`src/rtl/sched_pkg.sv`:
```
package sched_pkg;
  typedef enum logic [1:0] {
    ST_IDLE = 2'd0,
    ST_RUN  = 2'd1,
    ST_SAVE = 2'd2,
    ST_REST = 2'd3
  } sched_st_e;
endpackage

```
`src/rtl/sched_arb.sv`:
```
module sched_arb #(
  parameter int NCH   = 8,
  parameter int LVL_W = 3,
  localparam int CH_W = $clog2(NCH)
) (
  input  logic                   clk,
  input  logic                   rst,
  input  logic [NCH-1:0]         pend_i,
  input  logic [NCH*LVL_W-1:0]   lvl_i,
  output logic                   win_vld_o,
  output logic [CH_W-1:0]        win_ch_o,
  output logic [LVL_W-1:0]       win_lvl_o
);
  // Scan downward with >= so the lowest index wins among equal levels.
  always_comb begin
    logic [LVL_W-1:0] lv;
    win_vld_o = 1'b0;
    win_ch_o  = '0;
    win_lvl_o = '0;
    for (int i = NCH-1; i >= 0; i--) begin
      lv = lvl_i[i*LVL_W +: LVL_W];
      if (pend_i[i] && (lv != '0) && (lv >= win_lvl_o)) begin
        win_vld_o = 1'b1;
        win_ch_o  = CH_W'(i);
        win_lvl_o = lv;
      end
    end
  end

  AST_WIN_ENABLED: assert property (@(posedge clk) disable iff (rst)
    win_vld_o |-> (pend_i[win_ch_o] && (lvl_i[win_ch_o*LVL_W +: LVL_W] != '0)));
endmodule

```
`src/rtl/sched_ctx_bank.sv`:
```
module sched_ctx_bank #(
  parameter int CTX_W = 32
) (
  input  logic             clk,
  input  logic             rst,
  input  logic             wr_i,
  input  logic [CTX_W-1:0] din_i,
  output logic [CTX_W-1:0] dout_o
);
  logic [CTX_W-1:0] bank_q;

  always_ff @(posedge clk) begin
    if (rst)       bank_q <= '0;
    else if (wr_i) bank_q <= din_i;
  end

  assign dout_o = bank_q;

  AST_BANK_HOLD: assert property (@(posedge clk) disable iff (rst)
    !wr_i |=> $stable(bank_q));
endmodule

```
`src/rtl/sched_cpl.sv`:
```
module sched_cpl #(
  parameter int NCH = 8,
  localparam int CH_W = $clog2(NCH)
) (
  input  logic            clk,
  input  logic            rst,
  input  logic            set_i,
  input  logic [CH_W-1:0] set_ch_i,
  input  logic [NCH-1:0]  en_i,
  input  logic [NCH-1:0]  ack_i,
  output logic [NCH-1:0]  irq_o
);
  for (genvar g = 0; g < NCH; g++) begin : g_ch
    logic hit;
    assign hit = set_i && (set_ch_i == CH_W'(g)) && en_i[g];
    always_ff @(posedge clk) begin
      if (rst)      irq_o[g] <= 1'b0;
      else if (hit) irq_o[g] <= 1'b1;
      else if (ack_i[g]) irq_o[g] <= 1'b0;
    end
  end

  AST_IRQ_SET: assert property (@(posedge clk) disable iff (rst)
    (set_i && en_i[set_ch_i]) |=> irq_o[$past(set_ch_i)]);
endmodule

```
`src/rtl/thread_sched.sv`:
```
module thread_sched #(
  parameter int NCH      = 8,
  parameter int LVL_W    = 3,
  parameter int CTX_W    = 32,
  parameter int SAVE_CYC = 2,
  parameter int REST_CYC = 2,
  parameter int HIGH_MIN = 4,
  localparam int CH_W    = $clog2(NCH),
  localparam int CYC_MAX = (SAVE_CYC > REST_CYC) ? SAVE_CYC : REST_CYC,
  localparam int CNT_W   = $clog2(CYC_MAX + 1)
) (
  input  logic                 clk,
  input  logic                 rst,
  input  logic [NCH-1:0]       req_i,
  input  logic [NCH-1:0]       sw_trig_i,
  input  logic [NCH*LVL_W-1:0] level_i,
  input  logic [CTX_W-1:0]     core_ctx_i,
  input  logic                 core_done_i,
  input  logic [NCH-1:0]       cpl_en_i,
  input  logic [NCH-1:0]       cpl_ack_i,
  output logic                 run_valid_o,
  output logic [CH_W-1:0]      run_ch_o,
  output logic                 run_start_o,
  output logic                 busy_o,
  output logic                 ctx_load_o,
  output logic [CTX_W-1:0]     ctx_o,
  output logic [NCH-1:0]       cpl_irq_o
);
  import sched_pkg::*;

  sched_st_e        st_q;
  logic [NCH-1:0]   pend_q;
  logic [CH_W-1:0]  cur_ch_q, susp_ch_q, tgt_ch_q;
  logic [LVL_W-1:0] cur_lvl_q, susp_lvl_q, tgt_lvl_q;
  logic             susp_q;
  logic [CNT_W-1:0] cnt_q;
  logic             start_q;

  logic             win_vld;
  logic [CH_W-1:0]  win_ch;
  logic [LVL_W-1:0] win_lvl;
  logic             win_high, cur_high;
  logic             idle_go, preempt, fin;
  logic [NCH-1:0]   clr;

  sched_arb #(.NCH(NCH), .LVL_W(LVL_W)) u_arb (
    .clk(clk), .rst(rst), .pend_i(pend_q), .lvl_i(level_i),
    .win_vld_o(win_vld), .win_ch_o(win_ch), .win_lvl_o(win_lvl)
  );

  assign win_high = win_vld && (win_lvl >= LVL_W'(HIGH_MIN));
  assign cur_high = (cur_lvl_q >= LVL_W'(HIGH_MIN));
  // While a context is suspended only high-band work may take the core.
  assign idle_go  = (st_q == ST_IDLE) && win_vld && (!susp_q || win_high);
  assign fin      = (st_q == ST_RUN) && core_done_i;
  assign preempt  = (st_q == ST_RUN) && !core_done_i && !cur_high && win_high;

  always_comb begin
    clr = '0;
    if (idle_go || preempt) clr[win_ch] = 1'b1;
  end

  always_ff @(posedge clk) begin
    if (rst) begin
      st_q       <= ST_IDLE;
      pend_q     <= '0;
      cur_ch_q   <= '0;
      cur_lvl_q  <= '0;
      susp_q     <= 1'b0;
      susp_ch_q  <= '0;
      susp_lvl_q <= '0;
      tgt_ch_q   <= '0;
      tgt_lvl_q  <= '0;
      cnt_q      <= '0;
      start_q    <= 1'b0;
    end else begin
      start_q <= 1'b0;
      pend_q  <= (pend_q & ~clr) | req_i | sw_trig_i;
      unique case (st_q)
        ST_IDLE: begin
          if (idle_go) begin
            st_q      <= ST_RUN;
            cur_ch_q  <= win_ch;
            cur_lvl_q <= win_lvl;
            start_q   <= 1'b1;
          end else if (susp_q) begin
            st_q  <= ST_REST;
            cnt_q <= CNT_W'(REST_CYC - 1);
          end
        end
        ST_RUN: begin
          if (fin) begin
            st_q <= ST_IDLE;
          end else if (preempt) begin
            st_q       <= ST_SAVE;
            cnt_q      <= CNT_W'(SAVE_CYC - 1);
            susp_q     <= 1'b1;
            susp_ch_q  <= cur_ch_q;
            susp_lvl_q <= cur_lvl_q;
            tgt_ch_q   <= win_ch;
            tgt_lvl_q  <= win_lvl;
          end
        end
        ST_SAVE: begin
          if (cnt_q == '0) begin
            st_q      <= ST_RUN;
            cur_ch_q  <= tgt_ch_q;
            cur_lvl_q <= tgt_lvl_q;
            start_q   <= 1'b1;
          end else begin
            cnt_q <= cnt_q - 1'b1;
          end
        end
        ST_REST: begin
          if (cnt_q == '0) begin
            st_q      <= ST_RUN;
            cur_ch_q  <= susp_ch_q;
            cur_lvl_q <= susp_lvl_q;
            susp_q    <= 1'b0;
          end else begin
            cnt_q <= cnt_q - 1'b1;
          end
        end
        default: st_q <= ST_IDLE;
      endcase
    end
  end

  sched_ctx_bank #(.CTX_W(CTX_W)) u_bank (
    .clk(clk), .rst(rst), .wr_i(preempt), .din_i(core_ctx_i), .dout_o(ctx_o)
  );

  sched_cpl #(.NCH(NCH)) u_cpl (
    .clk(clk), .rst(rst), .set_i(fin), .set_ch_i(cur_ch_q),
    .en_i(cpl_en_i), .ack_i(cpl_ack_i), .irq_o(cpl_irq_o)
  );

  assign run_valid_o = (st_q == ST_RUN);
  assign run_ch_o    = cur_ch_q;
  assign run_start_o = start_q;
  assign busy_o      = (st_q == ST_SAVE) || (st_q == ST_REST);
  assign ctx_load_o  = (st_q == ST_REST);

  AST_BUSY_EXCL: assert property (@(posedge clk) disable iff (rst)
    busy_o |-> !run_valid_o);
  AST_HIGH_HOLD: assert property (@(posedge clk) disable iff (rst)
    (run_valid_o && cur_high && !core_done_i) |=> (run_valid_o && (run_ch_o == $past(run_ch_o))));
  AST_LOW_HOLD: assert property (@(posedge clk) disable iff (rst)
    (run_valid_o && !cur_high && !core_done_i && !win_high) |=> (run_valid_o && (run_ch_o == $past(run_ch_o))));
  AST_ONE_NEST: assert property (@(posedge clk) disable iff (rst)
    (susp_q && run_valid_o) |-> cur_high);
  AST_DONE_FIRST: assert property (@(posedge clk) disable iff (rst)
    (run_valid_o && core_done_i) |=> (!busy_o && !run_valid_o));
  AST_RESUME_QUIET: assert property (@(posedge clk) disable iff (rst)
    (ctx_load_o && (cnt_q == '0)) |=> (run_valid_o && !run_start_o));
endmodule

```
`config.mk`:
```
export PLATFORM = sky130hd
export DESIGN_NAME = thread_sched
export DESIGN_NICKNAME = d
export VERILOG_FILES = /design/src/rtl/sched_pkg.sv /design/src/rtl/sched_arb.sv /design/src/rtl/sched_ctx_bank.sv /design/src/rtl/sched_cpl.sv /design/src/rtl/thread_sched.sv
export SDC_FILE = /design/constraint.sdc
export NUM_CORES = 1
export LEC_CHECK = 0
export BUFFER_PORTS_ARGS = -buffer_cell sky130_fd_sc_hd__buf_4
export CAP_MARGIN = 10
export CORE_UTILIZATION = 50
export DETAILED_ROUTE_END_ITERATION = 8
export GPL_TIMING_DRIVEN = 0
export PLACE_DENSITY = 0.8
export SETUP_SLACK_MARGIN = 0.05
export SLEW_MARGIN = 5
export SYNTH_ARGS = -nofsm -noshare
export SYNTH_HDL_FRONTEND = slang
export SYNTH_SLANG_ARGS = --single-unit
```
`constraint.sdc`:
```
create_clock -name clk -period 13.9 [get_ports clk]
set_input_delay 2.78 -clock clk [delete_from_list [all_inputs] [get_ports clk]]
set_output_delay 2.78 -clock clk [all_outputs]
set_load 0.05 [all_outputs]
```
==> metrics.md, run 1 <==
| Metric | Value |
|---|---|
| Switch Pwr | `0.000301 W` |
| GPL Wtd Cong | `0.872` |
| Slew @ Worst Pin | `0.794 ns` |
| Setup_tns | `0 ns` |
| Iter 0 DRT Violations | `249` |
| Critical Path AT | `13.49 ns` |
| Required time of the critical path | `14.12 ns` |
| FF+latch count, synth | `66` |
| Final hold vios | `0` |
| Post-Route WL | `10.7 mm` |
| Final hold slack | `0.450 ns` |
| Detail Route Antenna Nets | `0` |
| Syn Inst Count | `451` |
| Pint | `0.000439 W` |
| Clock network fraction of total power | `23.1%` |
| DR pass1 iterations | `5` |
| FFs w/ async S/R, synth | `0%` |
| Status | `finished, final reports clean` |
| Total power | `0.000740 W` |
| Clk root buf | `clkbuf_8` |
| First-pass GRT wire length | `17.0 mm` |
| Sequential area share after synthesis | `33.8%` |
| Post-Syn Area per Cell | `8.67 sq um` |
| Layout Nets | `710` |
| Syn Nets | `558` |
| Worst path slowest cell | `or3b_2` |
| GRT Resource Usage Total | `25.5%` |
| Largest net degree at the start of global routing | `13` |
| Initial antenna violation count | `0` |
| Clock slew at reported path FFs | `0.07 ns` |
| Relative slew slack | `46.5%` |
| Gate power share | `46.2%` |
| Die Wd | `90.4 um` |
| Synthesis Warnings | `0` |
| Pins Over Slew Limit | `0` |
| Core area | `7410 sq um` |
| Most used cell, CP | `ha_1` |
| IO buf count | `137` |
| Hold crit path type | `reg -> reg` |
| Number of I/O pins | `138` |
| Clock Skew | `0.00746 ns` |
| Via count | `4012` |
| Diodes inserted | `0` |
| Num CTS Buffers | `9` |
| Switching share of total power | `40.7%` |
| EDFF count, synth | `0` |
| Via/cell ratio | `5.67` |
| Worst slack, placed | `-0.398 ns` |
| Initial Util | `52.8%` |
| Vias in the first global route | `3800` |
| Seq pwr share | `30.7%` |
| CTS tree | `yes` |
| H-tree lvl count | `3` |
| Row count | `31` |
| Kind of critical path | `in -> reg` |
| Final worst path period need | `13.27 ns` |
| Critical Path Fanout Max | `10` |
| Share of post-route cells with drive strength above 1 | `32.9%` |
| Die footprint | `8180 sq um` |
| Worst skew pair latency | `0.34 ns` |
| Critical Path Sink Type | `register` |
| P&R area growth vs syn | `38.7%` |
| DRC errors left | `0` |
| Setup violations, final | `0` |
| Crit share post-route | `95.5%` |
| Final WS setup | `0.627 ns` |
| Detail Placement HPWL | `8.02 mm` |
| F_max | `0.0753 GHz` |
| Power density cells | `136 nW/um^2` |
| RSZ-0062 raised after global routing | `false` |
| # clock sinks | `66` |
| Critical Path Max Stage Delay | `0.55 ns` |
| Worst Setup Start Kind | `input pin` |
| Yosys cell types | `67` |
| Die Y | `90.4 um` |
| Mapped Area | `3910 sq um` |
| Static Leak | `2.59 nW` |
| Peak supply drop | `0.0896 mV` |
| Avg WL per Cell | `15.2 um` |
| Total grt overflow | `0` |
| Top_reg_cell synth | `dfxtp_1` |
| Max-cap violations | `0` |
| Clock Path Buffers | `2` |
-- synth_stat cells (all sizes together) (4+ instances only) --
| master | instances | area [sq um] |
|---|---|---|
| o31ai | 9 | 123 |
| and2 | 8 | 50.1 |
| a311oi | 4 | 35.0 |
| nor3 | 21 | 110 |
| ha | 16 | 200 |
| a31oi | 7 | 58.8 |
| nand2b | 11 | 68.8 |
| dfxtp | 66 | 1320 |
| a21oi | 23 | 119 |
| o21ai | 15 | 75.1 |
| nand2 | 22 | 82.6 |
| clkbuf | 11 | 41.3 |
| nor2 | 66 | 248 |
| o211ai | 4 | 30.0 |
| o21a | 5 | 45.0 |
| a32oi | 7 | 61.3 |
| a211oi | 7 | 57.6 |
| buf | 5 | 38.8 |
| nor2b | 7 | 51.3 |
| or2 | 4 | 25.0 |
| nand3 | 11 | 55.1 |
| a21o | 4 | 30.0 |
| inv | 25 | 93.8 |
| mux2i | 42 | 420 |
| o21bai | 4 | 33.8 |
| a41oi | 4 | 35.0 |
-- layer usage --
layer,part of all wire (%),GRT usage (%),wire (um),vias to the layer above
li1,-,-,-,1953
met1,42,30.4,4550,1858
met2,48,42.7,5110,161
met3,7.1,6.31,757,40
met4,2.8,12.6,304,0
met5,0,0,0,-
-- layout make-up --
| type | count | area [sq um] |
|---|---|---|
| flip-flops and latches | 66 | 1320 |
| repair buffers | 141 | 1060 |
| well taps | 99 | 124 |
| clock buffers | 11 | 151 |
| clock inverters | 5 | 60.1 |
| fillers | 564 | 1980 |
| multi-input cells | 344 | 2520 |
| plain buffers | 16 | 97.6 |
| inverters | 25 | 93.8 |
-- layout by cell type (no fill, tap or decap), types with 8 or more instances in the layout --
master	netlist	final
nand2_1	22	21
o21ai_0	12	11
buf_4	3	141
nand3_1	11	11
nand2b_1	11	11
inv_1	25	25
mux2i_1	42	42
dfxtp_1	66	66
nor2_1	66	65
clkbuf_1	11	11
and2_1	8	8
a21oi_1	22	20
ha_1	16	16
clkbuf_8	0	11
nor3_1	20	20
-- repair_timing --
action                     CTS  global route
pin swaps                    0             3
hold buffers                 0             0
setup endpoints to repair   44            58
resized for setup            3            22
gates cloned                 0             0
buffers inserted             0             4
-- critical path: cells and delay by family --
kind	cells	cell delay, ns
and+or+nand+nor	18	3.48
muxes	4	1.42
buffers and inverters	3	0.49
AOI/OAI and AO/OA	19	3.34
adders and majority gates	7	1.92
-- worst paths after layout --
check	start	endpoint	slack (ns)	depth (start not counted)
setup reg to reg	pend_q[7]	susp_ch_q[1]	2.78	50
setup / recovery	level_i[21]	susp_ch_q[1]	0.63	51
hold reg to reg	tgt_lvl_q[2]	tgt_lvl_q[2]	0.45	2
hold / removal	tgt_lvl_q[2]	tgt_lvl_q[2]	0.45	2
-- power by group through the flow --
| stage | clock network [W] | logic, W | registers, W |
|---|---|---|---|
| after detailed placement | 0 | 0.000316 | 0.000230 |
| final | 0.000171 | 0.000342 | 0.000227 |
| after global placement | 0 | 0.000310 | 0.000230 |
| after global routing | 0.000181 | 0.000368 | 0.000229 |
| after floorplan | 0 | 0.000183 | 0.000272 |
| after CTS | 0.000173 | 0.000322 | 0.000226 |
-- state kept, by name (all words and copies together) (netlist names), 2 cells and up --
| register | flops |
|---|---|
| pend_q | 8 |
| cnt_q | 2 |
| run_ch_o | 3 |
| susp_ch_q | 3 |
| u_cpl.irq_o | 8 |
| u_bank.dout_o | 32 |
| tgt_ch_q | 3 |
| st_q | 2 |
-- metrics by stage --
| step | util [%] | area (sq um) | std cells |
|---|---|---|---|
| after global routing | 73.2 | 5420 | 707 |
| after detailed placement | 68.3 | 5060 | 687 |
| after CTS | 71.4 | 5290 | 703 |
| after global placement | 68.3 | 5060 | 687 |
| after floorplan | - | 3910 | 451 |
| final | 73.2 | 5420 | 707 |
-- kinds of logic after synthesis --
family	after synthesis	share of synthesized area, %
flip-flops	66	33.8
AO/OA/AOI/OAI	111	23.2
multiplexers	45	11.6
adder cells (fa/ha/maj)	16	5.12
AND/OR/NAND/NOR	172	21.8
buffers and inverters	41	4.45
Note: power is estimated with default switching activity, not from simulation.
==> run 2, diff against run 1 <==
- CORE_MARGIN: unset -> 1.5
==> run 2 against run 1 <==
Effect of this change:
- sequential power is essentially flat
- total power shrank 3.0%
- clock power shrank 12%
- setup slack gained 0.055 ns
- utilization shrank 2.5 points
- die area grew 2.2%
- hold slack gained 0.0071 ns
- final area shrank 0.32%
- sequential share of layout area grew 0.079 points
- sequential cell count is the same
- largest cell class unchanged
- largest power group unchanged
- highest routed layer unchanged
==> metrics.md, run 2 (synthesized netlist as in run 1, its figures left out) <==
| Metric | Value |
|---|---|
| Static Leak | `2.58 nW (was 2.59 nW)` |
| Share of post-route cells with drive strength above 1 | `32.8% (was 32.9%)` |
| Detail Placement HPWL | `8.21 mm (was 8.02 mm)` |
| Kind of critical path | `in -> reg (unchanged)` |
| Initial antenna violation count | `0 (unchanged)` |
| Diodes inserted | `0 (unchanged)` |
| Detail Route Antenna Nets | `0 (unchanged)` |
| Critical Path Sink Type | `register (unchanged)` |
| First-pass GRT wire length | `17.0 mm (about the same)` |
| Avg WL per Cell | `15.1 um (was 15.2 um)` |
| Worst Setup Start Kind | `input pin (unchanged)` |
| H-tree lvl count | `3 (unchanged)` |
| Commonest non-fill, non-tap cells in the layout | `buf_4, nor2_1, dfxtp_1, mux2i_1, inv_1 (was buf_4, dfxtp_1, nor2_1, mux2i_1, inv_1)` |
| Num CTS Buffers | `9 (unchanged)` |
| Final hold vios | `0 (unchanged)` |
| Worst skew pair latency | `0.35 ns (was 0.34 ns)` |
| P&R area growth vs syn | `38.3% (was 38.7%)` |
| Critical Path AT | `13.48 ns (was 13.49 ns)` |
| Final worst path period need | `13.22 ns (was 13.27 ns)` |
| Pins Over Slew Limit | `0 (unchanged)` |
| Critical path launch point | `level_i[21] (unchanged)` |
| Clock slew at reported path FFs | `0.08 ns (was 0.07 ns)` |
| Clock Skew | `0.00887 ns (was 0.00746 ns)` |
| Required time of the critical path | `14.17 ns (was 14.12 ns)` |
| RSZ-0062 raised after global routing | `false (unchanged)` |
| Reg2reg end | `cnt_q[0] (was susp_ch_q[1])` |
| Initial Util | `51.1% (was 52.8%)` |
| Row count | `32 (was 31)` |
| Post-Route WL | `10.7 mm (about the same)` |
| Slew @ Worst Pin | `0.950 ns (was 0.794 ns)` |
| Die footprint | `8360 sq um (was 8180 sq um)` |
| Largest net degree at the start of global routing | `15 (was 13)` |
| Via/cell ratio | `5.56 (was 5.67)` |
| Status | `finished, final reports clean (unchanged)` |
| Util after Layout | `70.7% (was 73.2%)` |
| Setup violations, final | `0 (unchanged)` |
| Layout Nets | `712 (was 710)` |
| Number of I/O pins | `138 (unchanged)` |
| Power density cells | `133 nW/um^2 (was 136 nW/um^2)` |
| Iter 0 DRT Violations | `243 (was 249)` |
| Total power | `0.000718 W (was 0.000740 W)` |
| Core area | `7650 sq um (was 7410 sq um)` |
| DRC errors left | `0 (unchanged)` |
| Critical Path Fanout Max | `8 (was 10)` |
| Most common library cell in the layout ignoring fill and taps | `buf_4 (unchanged)` |
| Relative slew slack | `36.1% (was 46.5%)` |
| Peak supply drop | `0.103 mV (was 0.0896 mV)` |
| DR pass1 iterations | `4 (was 5)` |
| Via count | `3958 (was 4012)` |
| F_max | `0.0757 GHz (was 0.0753 GHz)` |
| R2r worst-path depth | `48 (was 50)` |
| Critical Path Max Stage Delay | `0.55 ns (about the same)` |
| Max-cap violations | `0 (unchanged)` |
| Worst path slowest cell | `or3b_2 (unchanged)` |
| Reg2Reg Setup Slack | `2.82 ns (was 2.78 ns)` |
| Clk root buf | `clkbuf_8 (unchanged)` |
| GRT Resource Usage Total | `25.0% (was 25.5%)` |
| Most used cell, CP | `ha_1 (unchanged)` |
| Die Y | `91.4 um (was 90.4 um)` |
| # clock sinks | `66 (unchanged)` |
| RR Startpoint | `pend_q[7] (unchanged)` |
| Final hold slack | `0.457 ns (was 0.450 ns)` |
| Critical path destination | `cnt_q[0] (was susp_ch_q[1])` |
| Hold crit path type | `reg -> reg (unchanged)` |
| Crit share post-route | `95.1% (was 95.5%)` |
| GPL Wtd Cong | `0.909 (was 0.872)` |
| Clock Path Buffers | `2 (unchanged)` |
| Total grt overflow | `0 (unchanged)` |
| CTS tree | `yes (unchanged)` |
| Max reg flops | `32 (unchanged)` |
| Vias in the first global route | `3679 (was 3800)` |
| IO buf count | `137 (unchanged)` |
| Die Wd | `91.4 um (was 90.4 um)` |
## run 2: changes by cell type in the layout (fill, tap and decap cells not counted), sizes merged
cell	previous run	this run
inv	26	29
clkbuf	22	20
buf	146	148
clkinv	2	0
bufinv	1	0
clkinvlp	1	3
## run 2: area by class of cell
cell class	count	area, sq um
multi-input combinational	344	2510
buffer	16	97.6
clock inverter	7	60.1
timing repair buffer	143	1070
sequential	66	1320
tap	102	128
inverter	25	93.8
clock buffer	9	124
fill	600	2240
## run 2: critical path, delay by kind of cell
family	cells	cell delay, ns
AOI/OAI and AO/OA	20	3.93
and+or+nand+nor	17	3.49
adders and majority gates	7	1.89
muxes	3	1.15
buffers and inverters	2	0.26
## run 2: worst min path at each step
stage	from	endpoint	slack, ns	cells after the start
floorplan	tgt_lvl_q[2]	tgt_lvl_q[2]	0.42	2
global placement	tgt_lvl_q[2]	tgt_lvl_q[2]	0.43	2
detailed placement	tgt_lvl_q[2]	tgt_lvl_q[2]	0.45	2
CTS	tgt_lvl_q[2]	tgt_lvl_q[2]	0.46	2
global route	tgt_lvl_q[2]	tgt_lvl_q[2]	0.49	2
finish	tgt_lvl_q[2]	tgt_lvl_q[2]	0.46	2
## run 2: through the flow
stage                     area, sq um  TNS [ns]  setup slack (ns)  cells
after global placement           5070     -6.73            -0.209    690
after CTS                        5260         0            0.0192    706
final                            5410         0             0.682    712
after detailed placement         5070    -18.34            -0.444    690
after floorplan                  3910         0              1.04    451
after global routing             5410         0            0.0691    712
## run 2: per-layer routing
metal	vias up	share of wire [%]	global-route usage, %
li1	1976	-	-
met1	1833	43	30.0
met2	138	49	42.8
met3	11	7.5	8.29
met4	0	0.97	5.86
met5	-	0	0
## run 2: timing repair
item,4_1_cts,5_1_grt
setup endpoints to repair,46,58
cloned,0,0
hold buffers,0,0
pin swaps,0,4
gates resized for setup,1,22
buffers inserted,0,6
## run 2: power by group
part           internal, W  switching [W]
logic             0.000137       0.000204
registers         0.000210      0.0000170
clock network    0.0000676      0.0000821
==> run 3, diff against run 2 <==
- PLACE_DENSITY: 0.8 -> 0.9
==> run 3 against run 2 <==
Effect of this change:
- clock skew decreased by 0.0027 ns
- hold slack improved by 0.0015 ns
- critical path depth grew 1
- sequential share of layout area is essentially flat
- sequential cell count did not move
- setup slack worse by 0.092 ns
- non-clock buffer count is 3 lower
- count of clock-buffer cells in the layout is 3 higher
- wire length rose by 8.5%
- critical path type unchanged
- largest cell class unchanged
- largest power group unchanged
==> metrics.md, run 3 (synthesized netlist as in run 1, its figures left out) <==
| Metric | Value |
|---|---|
| Largest net degree at the start of global routing | `12 (was 15)` |
| Layout Nets | `709 (was 712)` |
| Die footprint | `8360 sq um (unchanged)` |
| Critical Path Sink Type | `register (unchanged)` |
| Worst Setup Start Kind | `input pin (unchanged)` |
| Final hold vios | `0 (unchanged)` |
| Critical Path Max Stage Delay | `0.55 ns (about the same)` |
| Detail Route Antenna Nets | `0 (unchanged)` |
| Critical Path Fanout Max | `10 (was 8)` |
| # clock sinks | `66 (unchanged)` |
| Die Y | `91.4 um (unchanged)` |
| Most common library cell in the layout ignoring fill and taps | `buf_4 (unchanged)` |
| Final worst path period need | `13.31 ns (was 13.22 ns)` |
| Status | `finished, final reports clean (unchanged)` |
| DRC errors left | `0 (unchanged)` |
| Placed Cells | `690 (unchanged)` |
| Slew @ Worst Pin | `0.758 ns (was 0.950 ns)` |
| Via count | `4129 (was 3958)` |
| Util after Layout | `70.8% (was 70.7%)` |
| Power density cells | `136 nW/um^2 (was 133 nW/um^2)` |
| RSZ-0062 raised after global routing | `false (unchanged)` |
| Die Wd | `91.4 um (unchanged)` |
| Worst skew pair latency | `0.34 ns (was 0.35 ns)` |
| GRT Resource Usage Total | `27.4% (was 25.0%)` |
| F_max | `0.0751 GHz (was 0.0757 GHz)` |
| Static Leak | `2.58 nW (about the same)` |
| DR pass1 iterations | `5 (was 4)` |
| Hold crit path type | `reg -> reg (unchanged)` |
| Clock Path Buffers | `2 (unchanged)` |
| Iter 0 DRT Violations | `309 (was 243)` |
| IO buf count | `137 (unchanged)` |
| Post-Route WL | `11.6 mm (was 10.7 mm)` |
| Design area | `5410 sq um (about the same)` |
| Required time of the critical path | `14.16 ns (was 14.17 ns)` |
| Num CTS Buffers | `9 (unchanged)` |
| GPL Wtd Cong | `0.896 (was 0.909)` |
| Share of post-route cells with drive strength above 1 | `32.6% (was 32.8%)` |
| Total grt overflow | `0 (unchanged)` |
| Detail Placement HPWL | `8.74 mm (was 8.21 mm)` |
| Max reg flops | `32 (unchanged)` |
| Clock Skew | `0.00613 ns (was 0.00887 ns)` |
| Setup violations, final | `0 (unchanged)` |
| H-tree lvl count | `3 (unchanged)` |
| Relative slew slack | `49.2% (was 36.1%)` |
| Post-Place Cell Area | `5070 sq um (unchanged)` |
| Pins Over Slew Limit | `0 (unchanged)` |
| Most used cell, CP | `ha_1 (unchanged)` |
| Initial antenna violation count | `0 (unchanged)` |
| Initial Util | `51.1% (unchanged)` |
| Row count | `32 (unchanged)` |
| Number of I/O pins | `138 (unchanged)` |
| Crit share post-route | `95.8% (was 95.1%)` |
| Cts hold-fix bufs | `0 (unchanged)` |
| Clock slew at reported path FFs | `0.07 ns (was 0.08 ns)` |
| Core area | `7650 sq um (unchanged)` |
| Critical Path AT | `13.57 ns (was 13.48 ns)` |
| First-pass GRT wire length | `18.6 mm (was 17.0 mm)` |
| Avg WL per Cell | `16.4 um (was 15.1 um)` |
| Via/cell ratio | `5.82 (was 5.56)` |
| Post-route insts no fill | `709 (was 712)` |
| Kind of critical path | `in -> reg (unchanged)` |
| Vias in the first global route | `4141 (was 3679)` |
| CTS tree | `yes (unchanged)` |
| Max-cap violations | `0 (unchanged)` |
| Commonest non-fill, non-tap cells in the layout | `buf_4, dfxtp_1, nor2_1, mux2i_1, inv_1 (was buf_4, nor2_1, dfxtp_1, mux2i_1, inv_1)` |
| Diodes inserted | `0 (unchanged)` |
| P&R area growth vs syn | `38.5% (was 38.3%)` |
| Worst path slowest cell | `or3b_2 (unchanged)` |
| Clk root buf | `clkbuf_8 (unchanged)` |
| Peak supply drop | `0.107 mV (was 0.103 mV)` |
## run 3: cell count changes in the layout (fill, tap and decap cells not counted), sizes merged
cell	previous run	this run
inv	29	25
clkinvlp	3	1
buf	148	145
clkbuf	20	23
bufinv	0	1
clkinv	0	2
## run 3: critical path: cells and delay by family
kind | cells | cell delay [ns]
AOI/OAI and AO/OA | 21 | 4.06
adders and majority gates | 7 | 1.93
buffers and inverters | 2 | 0.26
muxes | 3 | 1.15
and+or+nand+nor | 17 | 3.37
## run 3: layout make-up
cell class                 count  area (sq um)
inverter                      25          93.8
clock buffer                  12           145
buffer                        16          97.6
tap                          102           128
fill                         581          2230
sequential                    66          1320
multi-input combinational    344          2530
timing repair buffer         140          1050
clock inverter                 4          51.3
## run 3: metal layers
| layer | vias to the layer above | global-route usage, % | wire length [um] |
|---|---|---|---|
| li1 | 1967 | - | - |
| met1 | 1921 | 30.9 | 4620 |
| met2 | 197 | 48.5 | 5870 |
| met3 | 44 | 6.62 | 721 |
| met4 | 0 | 12.5 | 434 |
| met5 | - | 0 | 0 |
## run 3: report_power, final
part	leakage, nW	internal (W)	switching [W]	total, W
Combinational	1.94	0.000136	0.000212	0.000349
Sequential	0.538	0.000210	0.0000172	0.000227
Clock	0.0966	0.0000879	0.0000730	0.000161
Total	2.58	0.000434	0.000302	0.000737
## run 3: worst paths after layout
| kind | slack, ns | cells past startpoint | start | to |
|---|---|---|---|---|
| worst min register to register | 0.46 | 2 | tgt_lvl_q[2] | tgt_lvl_q[2] |
| worst max-delay path | 0.59 | 50 | level_i[21] | cnt_q[0] |
| worst min-delay path | 0.46 | 2 | tgt_lvl_q[2] | tgt_lvl_q[2] |
| worst max register to register | 2.77 | 49 | pend_q[7] | cnt_q[0] |
## run 3: through the flow
stage                     setup slack (ns)  hold slack (ns)  power [W]  TNS [ns]
after floorplan                       1.04            0.425   0.000455         0
after global placement              -0.264            0.432   0.000538     -9.75
after detailed placement            -0.556            0.449   0.000549    -25.03
after CTS                           0.0379            0.460   0.000713         0
after global routing                0.0130            0.478   0.000772         0
final                                0.589            0.459   0.000737         0
## run 3: timing repair
action,4_1_cts,5_1_grt
pin swaps,0,2
buffers inserted,0,3
endpoints found under the setup margin,50,58
gates resized for setup,3,24
endpoints found under the hold margin,0,0
